## config.mk

```make
export PLATFORM = sky130hd
export DESIGN_NAME = dual_timer
export DESIGN_NICKNAME = d
export VERILOG_FILES = /design/src/rtl/dual_timer.sv
export SDC_FILE = /design/constraint.sdc
export NUM_CORES = 1
export LEC_CHECK = 0
export BUFFER_PORTS_ARGS = -buffer_cell sky130_fd_sc_hd__buf_2
export CAP_MARGIN = 20
export CORE_MARGIN = 1.5
export CORE_UTILIZATION = 45
export CTS_CLUSTER_SIZE = 40
export DETAILED_ROUTE_END_ITERATION = 10
export GPL_TIMING_DRIVEN = 0
export HOLD_SLACK_MARGIN = 0.15
export SYNTH_ARGS = -nofsm -noshare
export SYNTH_HDL_FRONTEND = slang
export SYNTH_SLANG_ARGS = --single-unit
```

## constraint.sdc

```tcl
create_clock -name clk -period 2.95 [get_ports clk]
set_input_delay 0.1475 -clock clk [delete_from_list [all_inputs] [get_ports clk]]
set_output_delay 0.1475 -clock clk [all_outputs]
set_load 0.02 [all_outputs]
```

## src/rtl/dual_timer.sv

```systemverilog
module dual_timer #(
  parameter int SYNC_STAGES = 2
) (
  input  logic       clk,
  input  logic       rst_n,
  input  logic       tick_en,
  input  logic [1:0] cnt_pin,
  input  logic [1:0] gate_pin,
  input  logic       wr_en,
  input  logic [2:0] wr_sel,
  input  logic [7:0] wr_data,
  input  logic [2:0] rd_sel,
  output logic [7:0] rd_data,
  input  logic [1:0] int_ack,
  output logic [1:0] ovf_flag,
  output logic       baud_tick
);
  localparam int SMSB = SYNC_STAGES - 1;
  localparam logic [2:0] SEL_MODE = 3'd0, SEL_CTRL = 3'd1, SEL_T0L = 3'd2,
                         SEL_T0H = 3'd3, SEL_T1L = 3'd4, SEL_T1H = 3'd5;

  logic [7:0] mode_q, t0l, t0h, t1l, t1h;
  logic [1:0] run_q, flag_q, flag_nx;
  logic       baud_q;
  logic [1:0][SMSB:0] csy, gsy;
  logic [1:0] cprev, cnow, gnow, fall;

  // returns {overflow, next high, next low}
  function automatic logic [16:0] advance(input logic [1:0] m, input logic [7:0] lo,
                                          input logic [7:0] hi, input logic go);
    logic [7:0] nl, nh;
    logic ov;
    nl = lo; nh = hi; ov = 1'b0;
    if (go) begin
      case (m)
        2'd0: begin
          nl[4:0] = lo[4:0] + 5'd1;
          if (&lo[4:0]) begin
            nh = hi + 8'd1;
            ov = &hi;
          end
        end
        2'd1: begin
          {nh, nl} = {hi, lo} + 16'd1;
          ov = &{hi, lo};
        end
        2'd2: begin
          nl = (&lo) ? hi : lo + 8'd1;
          ov = &lo;
        end
        default: begin
          nl = lo + 8'd1;
          ov = &lo;
        end
      endcase
    end
    return {ov, nh, nl};
  endfunction

  assign cnow = {csy[1][SMSB], csy[0][SMSB]};
  assign gnow = {gsy[1][SMSB], gsy[0][SMSB]};
  assign fall = cprev & ~cnow;

  logic split, t1_halt, en0, en1, src0, src1, hgo, hev, ev0, ev1, t1_ev;
  logic [7:0] n0l, n0h_m, n0h, n1l, n1h;

  assign split   = mode_q[1:0] == 2'd3;
  assign t1_halt = mode_q[5:4] == 2'd3;
  assign src0 = mode_q[2] ? fall[0] : tick_en;
  assign src1 = mode_q[6] ? fall[1] : tick_en;
  assign en0  = run_q[0] & (~mode_q[3] | gnow[0]);
  assign en1  = (run_q[1] | split) & (~mode_q[7] | gnow[1]);

  assign {ev0, n0h_m, n0l} = advance(mode_q[1:0], t0l, t0h, en0 & src0);
  assign {t1_ev, n1h, n1l} = advance(mode_q[5:4], t1l, t1h, en1 & src1 & ~t1_halt);

  assign hgo = split & run_q[1] & tick_en;
  assign hev = hgo & (&t0h);
  assign n0h = hgo ? t0h + 8'd1 : n0h_m;
  assign ev1 = split ? hev : t1_ev;

  logic wr_ctrl;
  assign wr_ctrl = wr_en && wr_sel == SEL_CTRL;

  always_comb begin
    flag_nx = flag_q & ~int_ack;
    if (wr_ctrl) flag_nx = {wr_data[3], wr_data[1]};
    flag_nx = flag_nx | {ev1, ev0};   // hardware set has the last word
  end

  always_ff @(posedge clk) begin
    if (!rst_n) begin
      mode_q <= '0; run_q <= '0; flag_q <= '0; baud_q <= 1'b0;
      t0l <= '0; t0h <= '0; t1l <= '0; t1h <= '0;
      csy <= '0; gsy <= '0; cprev <= '0;
    end else begin
      for (int k = 0; k < 2; k++) begin
        csy[k] <= {csy[k][SMSB-1:0], cnt_pin[k]};
        gsy[k] <= {gsy[k][SMSB-1:0], gate_pin[k]};
      end
      cprev  <= cnow;
      mode_q <= (wr_en && wr_sel == SEL_MODE) ? wr_data : mode_q;
      if (wr_ctrl) run_q <= {wr_data[2], wr_data[0]};
      flag_q <= flag_nx;
      baud_q <= t1_ev;
      t0l <= (wr_en && wr_sel == SEL_T0L) ? wr_data : n0l;
      t0h <= (wr_en && wr_sel == SEL_T0H) ? wr_data : n0h;
      t1l <= (wr_en && wr_sel == SEL_T1L) ? wr_data : n1l;
      t1h <= (wr_en && wr_sel == SEL_T1H) ? wr_data : n1h;
    end
  end

  always_comb begin
    case (rd_sel)
      SEL_MODE: rd_data = mode_q;
      SEL_CTRL: rd_data = {4'd0, flag_q[1], run_q[1], flag_q[0], run_q[0]};
      SEL_T0L:  rd_data = t0l;
      SEL_T0H:  rd_data = t0h;
      SEL_T1L:  rd_data = t1l;
      SEL_T1H:  rd_data = t1h;
      default:  rd_data = 8'd0;
    endcase
  end

  assign ovf_flag  = flag_q;
  assign baud_tick = baud_q;
endmodule

```

Yosys cells after proc, flatten, opt, wreduce, memory -nomap -nowiden
Cells that the tools add are included.
Widths: inputs -> output; s select.
{ "classes": {"add_sub_neg": 8, "n_eq_ne": 20, "mux": 30, "bitwise": 19, "reduce_logical": 28} }
{ "op_table": {"columns": ["cell", "count"], "rows": [
  ["$mux 8", 13],
  ["$pmux 8 s6", 1],
  ["$add 16x1->16 const B", 2],
  ["$add 8x1->8 const B", 4],
  ["$pmux 8 s2", 2],
  ["$reduce_and 16->1", 2],
  ["$reduce_and 8->1", 4],
  ["$pmux 5 s3", 2],
  ["$pmux 3 s3", 2],
  ["$eq 3x2->1 const B", 4],
  ["$eq 3x3->1 const B", 4],
  ["$add 5x1->5 const B", 2],
  ["$reduce_and 5->1", 2],
  ["$and 1x1->1", 8],
  ["$eq 2x2->1 const B", 4],
  ["$mux 1", 7],
  ["$eq 3x1->1 const B", 2],
  ["$logic_and 1x1->1", 6],
  ["$logic_not 3->1", 2],
  ["$reduce_and 3->1", 2],
  ["$reduce_bool 2->1", 3],
  ["$reduce_bool 3->1", 2],
  ["$and 2x2->2", 2],
  ["$eq 2x1->1 const B", 2],
  ["12 further kinds", 21]
]} }
{ "word_totals": {"ff_bits": 55, "inputBits": 24, "out_inout_bits": 11, "word_cells": 120} }

Logic depth before layout (Yosys ltp)
Gate-level depths: netlist of the first run.
{ "depth": {"ltp_word": 8, "ltp_mapped": 9, "mapped_depth_nobuf": 9} }

Least setup slack after synthesis of the first run
No wires, ideal clock.
{ "synth_timing": {"path_kind": "reg-to-reg", "startpoint": "register t0l[0]", "endpoint": "register t0h[6]", "setup_ns": 0.074, "arrival_time_ns": 2.304, "required_time_ns": 2.876, "slack_ns": 0.572, "stages_incl_launch_ff": 10, "period_less_slack_ns": 2.378, "path_cell_list": "dfxtp_1 > ha_1 > nand3_1 > inv_1 > ha_1 > mux2i_1 > a2111oi_4 > o21ai_2 > or4_1 > a31oi_1"} }
{ "synth_between": {"elab_chain_len": 5, "word_cells_on_any_way": 8} }
{ "synth_rtl": {"columns": ["item", "line", "rtl"], "rows": [
  ["from (decl)", "22", "logic [7:0] mode_q, t0l, t0h, t1l, t1h;"],
  ["from (signal assigned)", "106", "t0l <= (wr_en && wr_sel == SEL_T0L) ? wr_data : n0l;"],
  ["$add 16x1->16", "44", "{nh, nl} = {hi, lo} + 16'd1;"],
  ["$pmux 8 s2", "35", "case (m)"],
  ["$mux 8", "34", "if (go) begin"],
  ["$mux 8", "79", "assign n0h = hgo ? t0h + 8'd1 : n0h_m;"],
  ["$mux 8", "107", "t0h <= (wr_en && wr_sel == SEL_T0H) ? wr_data : n0h;"],
  ["to (signal assigned)", "107", null],
  ["to (decl)", "22", null]
]} }
Several ways; a longest one is shown, not always the timed one. The select of a mux whose other input is x is not followed.
A chain may end at the register's enable or synchronous reset.

Final worst setup path of the first run
{ "layout_timing": {"startpoint": "register t0l[1]", "endpoint": "register t0h[6]"} }
Same word-level chain as after synthesis.

==> flow_summary_export.csv, run 1 <==
group,metric,value,unit
outcome,outcome,"finished, final reports clean",
die,dieArea,8890,um2
clock_network,root_buffer,"clkbuf_8",
timing,min_period,2770,ps
place,gp_congestion,0.920,
timing,setup-violations-final,0,
place,placedCellCount,610,
global_route,grt_pass1_wl,19900,um
setup_path,critPathKind,"flip-flop to flip-flop",
synthesis,synth_edf_count,0,
routing,via_per_inst,6.39,
finish,nNetsFinal,562,
synthesis,synth_area_leaders,"dfxtp_1 29%, a21oi_1 4.9%, nand2_1 4.7%, ha_1 4.7%, mux2i_1 4.3%",
synthesis,synth_cell_types,65,
worst_hold_path,hold_depth,3,
setup_path,cp_data_arrival_time,3020,ps
finish,num_antenna_cells,0,
setup_path,cp-end-kind,"flip-flop",
power_and_ir_drop,peakVddDrop,0.231,mV
clock_network,cts_tree,"done",
place,detailed_place_hpwl,9430,um
global_route,grt.overflow.total,0,
timing,clock_skew,6.81,ps
synthesis,netlist_area,3750,um2
power_and_ir_drop,p_per_area,350,nW/um2
worst_hold_path,hp-class,"primary input to flip-flop",
timing,timing_worst_slew_pin_value,840,ps
timing,rsz0062_at_grt,"no",
clock_network,cts_buffers,5,
timing,holdWs,166,ps
clock_network,clock_latency,320,ps
routing,route.detailed.drc,0,
synthesis,synth.avg_cell_area,7.93,um2
finish,syn_to_final_growth,13.7,%
timing,slew_headroom,43.9,%
routing,wl,12800,um
synthesis,yosysMostFrequentCell,"dfxtp_1",
setup_path,required,3200,ps
routing,drt-pass1-iter-count,5,
finish,final_cells,630,
timing,max_clock_freq,362,MHz
synthesis,synth_top_cell_by_area,"dfxtp_1",
finish,drive_above_1_share,12.2,%
finish,fill_cells,826,
place,io_buffer_count,32,
die,core_area,8130,um2
setup_path,crit_path_start_kind,"flip-flop",
global_route,grt_antenna_before_repair,0,
power_and_ir_drop,p_leak,1.53,nW
global_route,grt_pass1_vias,3627,
die,die_h,94.3,um
clock_network,cts_sinks,55,
timing,fin_crit_sh,93.7,%
synthesis,ys_warn_count,0,
synthesis,ys_ff_latch,55,
setup_path,reg2regPathDepth,10,
die,start_util,46.1,%
routing,via_count,4023,
timing,slew_violations,0,
timing,final-hold-violation-count,0,
synthesis,seq_area_frac_synth,29.4,%
global_route,grt_max_degree,21,
routing,antenna_left,0,
synthesis,synth_common_cells,"55 x dfxtp_1, 47 x nand2_1, 37 x a21oi_1, 32 x o21ai_0, 21 x nor3_1",
clock_network,h-tree-depth,2,
clock_network,clk_pin_slew,120,ps
run,maxCapViolations,0,
synthesis,async_flop_share,0,%
die,ios,35,
clock_network,clk_path_buf_depth,2,
synthesis,synth_cells,473,
die,row_count,33,
die,fp.dieW,94.3,um
routing,post_drt_wl_per_cell,20.3,um
setup_path,critical_path.max_fanout,8,
global_route,track_usage,30.0,%
synthesis,synth-main-ff-cell,"dfxtp_1",
synthesis,netlist.area_leader.share,29.4,%
routing,drtIter0Drc,392,
synthesis,synth_nets,511,
## repair_timing
item,4_1_cts,5_1_grt
hold buffers,10,0
setup buffers,2,0
hold endpoints to repair,12,0
setup endpoints to repair,3,3
pin swaps,1,0
gates resized for setup,0,1
## flip-flops by register name, indices dropped and copies added (netlist names)
| signal | count |
|---|---|
| cnow | 2 |
| csy | 2 |
| t1l | 8 |
| baud_tick | 1 |
| ovf_flag | 2 |
| run_q | 2 |
| gnow | 2 |
| t1h | 8 |
| t0h | 8 |
| mode_q | 8 |
| t0l | 8 |
| cprev | 2 |
| gsy | 2 |
## worst max-delay path, stage by stage (launching register included)
cell,delay (ps)
dfxtp_1,500
ha_1,320
nand3_2,210
inv_1,170
ha_1,180
mux2i_1,150
a2111oi_4,300
buf_4,210
o21ai_2,80
or4_1,410
a31oi_1,160
## stage by stage
stage	cell area, um2	total power [mW]	setup slack [ps]	TNS [ps]	utilization [%]
after floorplan	3750	0.931	572	0	-
after global placement	4040	1.01	-28.6	-40.7	49.7
after detailed placement	4040	1.02	-16.0	-28.8	49.7
after CTS	4260	1.49	127	0	52.3
after global routing	4260	1.55	17.9	0	52.4
final	4260	1.49	185	0	52.4
## logic make-up (layout without fill, tap and decap cells)
family                   after synthesis  in the layout  share of synthesized area (%)
multiplexers                          18             18                           4.87
buffers and inverters                 39             91                           4.71
adder cells (fa/ha/maj)               14             14                           4.67
AND/OR/NAND/NOR                      181            181                           26.1
XOR/XNOR                              16             16                           3.74
flip-flops                            55             55                           29.4
AO/OA/AOI/OAI                        150            150                           26.6
## layout by cell type, fill, tap and decap left out, types with 3 or more instances in the layout
cell,instances
ha_1,14
nand2_1,47
o41ai_1,3
nand2b_1,7
a21oi_1,37
a31oi_1,11
xnor2_1,11
nand4_1,5
and2_1,15
a211oi_1,4
clkbuf_1,16
nor2b_1,7
dfxtp_1,55
nor4_1,10
buf_2,35
o21ai_0,32
and3_1,7
clkbuf_8,6
o221ai_1,10
inv_1,14
o211ai_1,6
a22oi_1,6
a221oi_1,8
nand3_1,14
mux2i_1,16
nor2_1,20
xor2_1,5
nor3_1,21
o21ai_1,8
and4_1,3
or3_1,6
o22ai_1,4
dlygate4sd3_1,10
o31ai_1,3
nand3b_1,3
## power by group
group	internal [mW]	leakage, nW	switching (mW)	total (mW)
clock	0.180	0.0515	0.295	0.475
sequential	0.767	0.448	0.0374	0.805
combinational	0.0823	1.03	0.128	0.211
## per-layer routing
metal	GRT usage, %	vias to the layer above	part of all wire (%)
li1	-	1879	-
met1	43.5	1920	45
met2	44.9	201	45
met3	4.53	23	8.3
met4	9.70	0	2.1
met5	0	-	0
## worst paths after layout
path          endpoint  slack (ps)        from
max             t0h[6]         180      t0l[1]
min          mode_q[4]         170  wr_data[4]
max reg2reg     t0h[6]         180      t0l[1]
min reg2reg    cnow[1]         450      csy[2]
## layout make-up
type	instances	area (um2)	area share [%]
buffer	24	119	2.79
multi-input combinational	379	2480	58.1
clock buffer	5	68.8	1.61
sequential	55	1100	25.8
timing repair buffer	44	275	6.46
inverter	15	57.6	1.35
clock inverter	3	33.8	0.792
tap	105	131	3.08
(Power assumes the default switching activity.)
==> run 2, diff against run 1 <==
Settings changed: CAP_MARGIN 20 to unset, CELL_PAD_IN_SITES_DETAIL_PLACEMENT set to 1, CELL_PAD_IN_SITES_GLOBAL_PLACEMENT set to 1, MAX_ROUTING_LAYER set to met4, PLACE_DENSITY_LB_ADDON set to 0.1.
==> run 2 against run 1 <==
  * First-iteration DRC count down 33%
  * Setup slack gained 120 ps
  * Clock power is 2% higher
  * Register-to-register slack better by 120 ps
  * Critical path type unchanged
  * Clock skew is 6.0 ps higher
  * Sequential share of layout area grew 0.12 points
  * Via count increased by 0.52%
  * Cell count decreased by 0.32%
  * Worst hold slack got worse by 11 ps
  * Core utilization is 0.25 points lower
  * Combinational power is essentially flat
==> flow_summary_export.csv, run 2 (synthesized netlist as in run 1, its figures left out) <==
group,metric,value,unit
outcome,outcome,"finished, final reports clean",
routing,via_count,4044,
finish,syn_to_final_growth,13.2,%
timing,final-hold-violation-count,0,
finish,nNetsFinal,560,
setup_path,critical_path.max_fanout,8,
finish,final_cells,628,
clock_network,root_buffer,"clkbuf_8",
die,start_util,46.1,%
timing,slew_violations,0,
power_and_ir_drop,peakVddDrop,0.235,mV
worst_hold_path,hp-class,"primary input to flip-flop",
timing,setup-violations-final,0,
clock_network,cts_sinks,55,
die,die_h,94.3,um
timing,max_clock_freq,378,MHz
global_route,track_usage,33.2,%
setup_path,cp_data_arrival_time,2910,ps
clock_network,clk_path_buf_depth,2,
global_route,grt_antenna_before_repair,0,
die,ios,35,
place,detailed_place_hpwl,10500,um
place,io_buffer_count,32,
place,gp_congestion,0.951,
routing,wl,13900,um
timing,min_period,2650,ps
finish,final_cell_mix,"55 x dfxtp_1, 47 x nand2_1, 37 x a21oi_1",
routing,antenna_left,0,
setup_path,required,3210,ps
timing,fin_crit_sh,89.7,%
clock_network,cts_buffers,5,
timing,clock_skew,12.8,ps
clock_network,clock_latency,330,ps
setup_path,cp-end-kind,"flip-flop",
timing,timing_worst_slew_pin_value,777,ps
die,fp.dieW,94.3,um
timing,rsz0062_at_grt,"no",
timing,setup_tns,0,ps
routing,post_drt_wl_per_cell,22.1,um
place,placedCellCount,610,
finish,drive_above_1_share,12.2,%
die,row_count,33,
global_route,grt.overflow.total,0,
die,core_area,8130,um2
setup_path,critPathKind,"flip-flop to flip-flop",
power_and_ir_drop,p_per_area,354,nW/um2
global_route,grt_pass1_wl,21500,um
run,maxCapViolations,0,
clock_network,clk_pin_slew,120,ps
power_and_ir_drop,p_leak,1.52,nW
routing,route.detailed.drc,0,
routing,drtIter0Drc,261,
routing,via_per_inst,6.44,
timing,slew_headroom,48.1,%
finish,num_antenna_cells,0,
global_route,grt_max_degree,21,
clock_network,cts_tree,"done",
routing,drt-pass1-iter-count,5,
setup_path,crit_start,"t0l[1]",
finish,layout_commonest_cell,"dfxtp_1",
die,dieArea,8890,um2
setup_path,crit_path_start_kind,"flip-flop",
clock_network,h-tree-depth,2,
global_route,grt_pass1_vias,3912,
worst_hold_path,min_from,"wr_data[1]",
setup_path,r2r-start,"t0l[1]",
-- run 2: cell count changes in the layout (fill, tap and decap cells not counted), sizes merged --
cell / change
dlygate4sd3: -2
inv: +1
clkinv: -1
-- run 2: metal layers --
layer,vias to the layer above,track usage [%],wire length (um)
li1,1872,-,-
met1,1993,43.5,6240
met2,156,54.8,6530
met3,23,4.13,927
met4,0,6.84,167
met5,-,-,0
-- run 2: layout make-up --
type / count / area, um2
Sequential cell: 55 / 1100
Tap cell: 105 / 131
Inverter: 15 / 57.6
Timing Repair Buffer: 42 / 255
Fill cell: 1016 / 3890
Multi-Input combinational cell: 379 / 2480
Clock buffer: 5 / 68.8
Clock inverter: 3 / 33.8
Buffer: 24 / 119
-- run 2: final timing paths --
check                   end  slack, ps  cells after the start
setup / recovery     t0h[6]        300                     10
hold / removal    mode_q[1]        150                      3
hold reg to reg     cnow[0]        450                      1
setup reg to reg     t0h[6]        300                     10
-- run 2: through the flow --
stage / power (mW) / hold WS [ps] / area, um2 / utilization [%] / worst slack (ps)
6_report: 1.50 / 155 / 4240 / 52.2 / 303
5_1_grt: 1.56 / 160 / 4240 / 52.2 / 96.1
4_1_cts: 1.51 / 152 / 4220 / 51.9 / 24.5
3_5_place_dp: 1.02 / 359 / 4040 / 49.7 / 8.63
3_3_place_gp: 1.01 / 352 / 4040 / 49.7 / 23.4
2_1_floorplan: 0.931 / 275 / 3750 / - / 572
-- run 2: worst max-delay path: stages, from the launching register on --
cell,delay (ps)
dfxtp_1,510
ha_1,320
nand3_2,200
inv_1,160
ha_1,200
mux2i_1,120
a2111oi_4,200
buf_4,210
o21ai_2,80
or4_1,410
a31oi_1,160
-- run 2: where the power goes --
group	switching [mW]	internal, mW	total, mW
clock	0.302	0.182	0.484
combinational	0.133	0.0806	0.213
sequential	0.0381	0.767	0.805
-- run 2: what timing repair did --
item	CTS	global route
buffers inserted	0	2
setup endpoints to repair	1	7
cloned	0	0
hold buffers	8	0
hold endpoints to repair	8	0
pin swaps	1	1
resized for setup	0	1
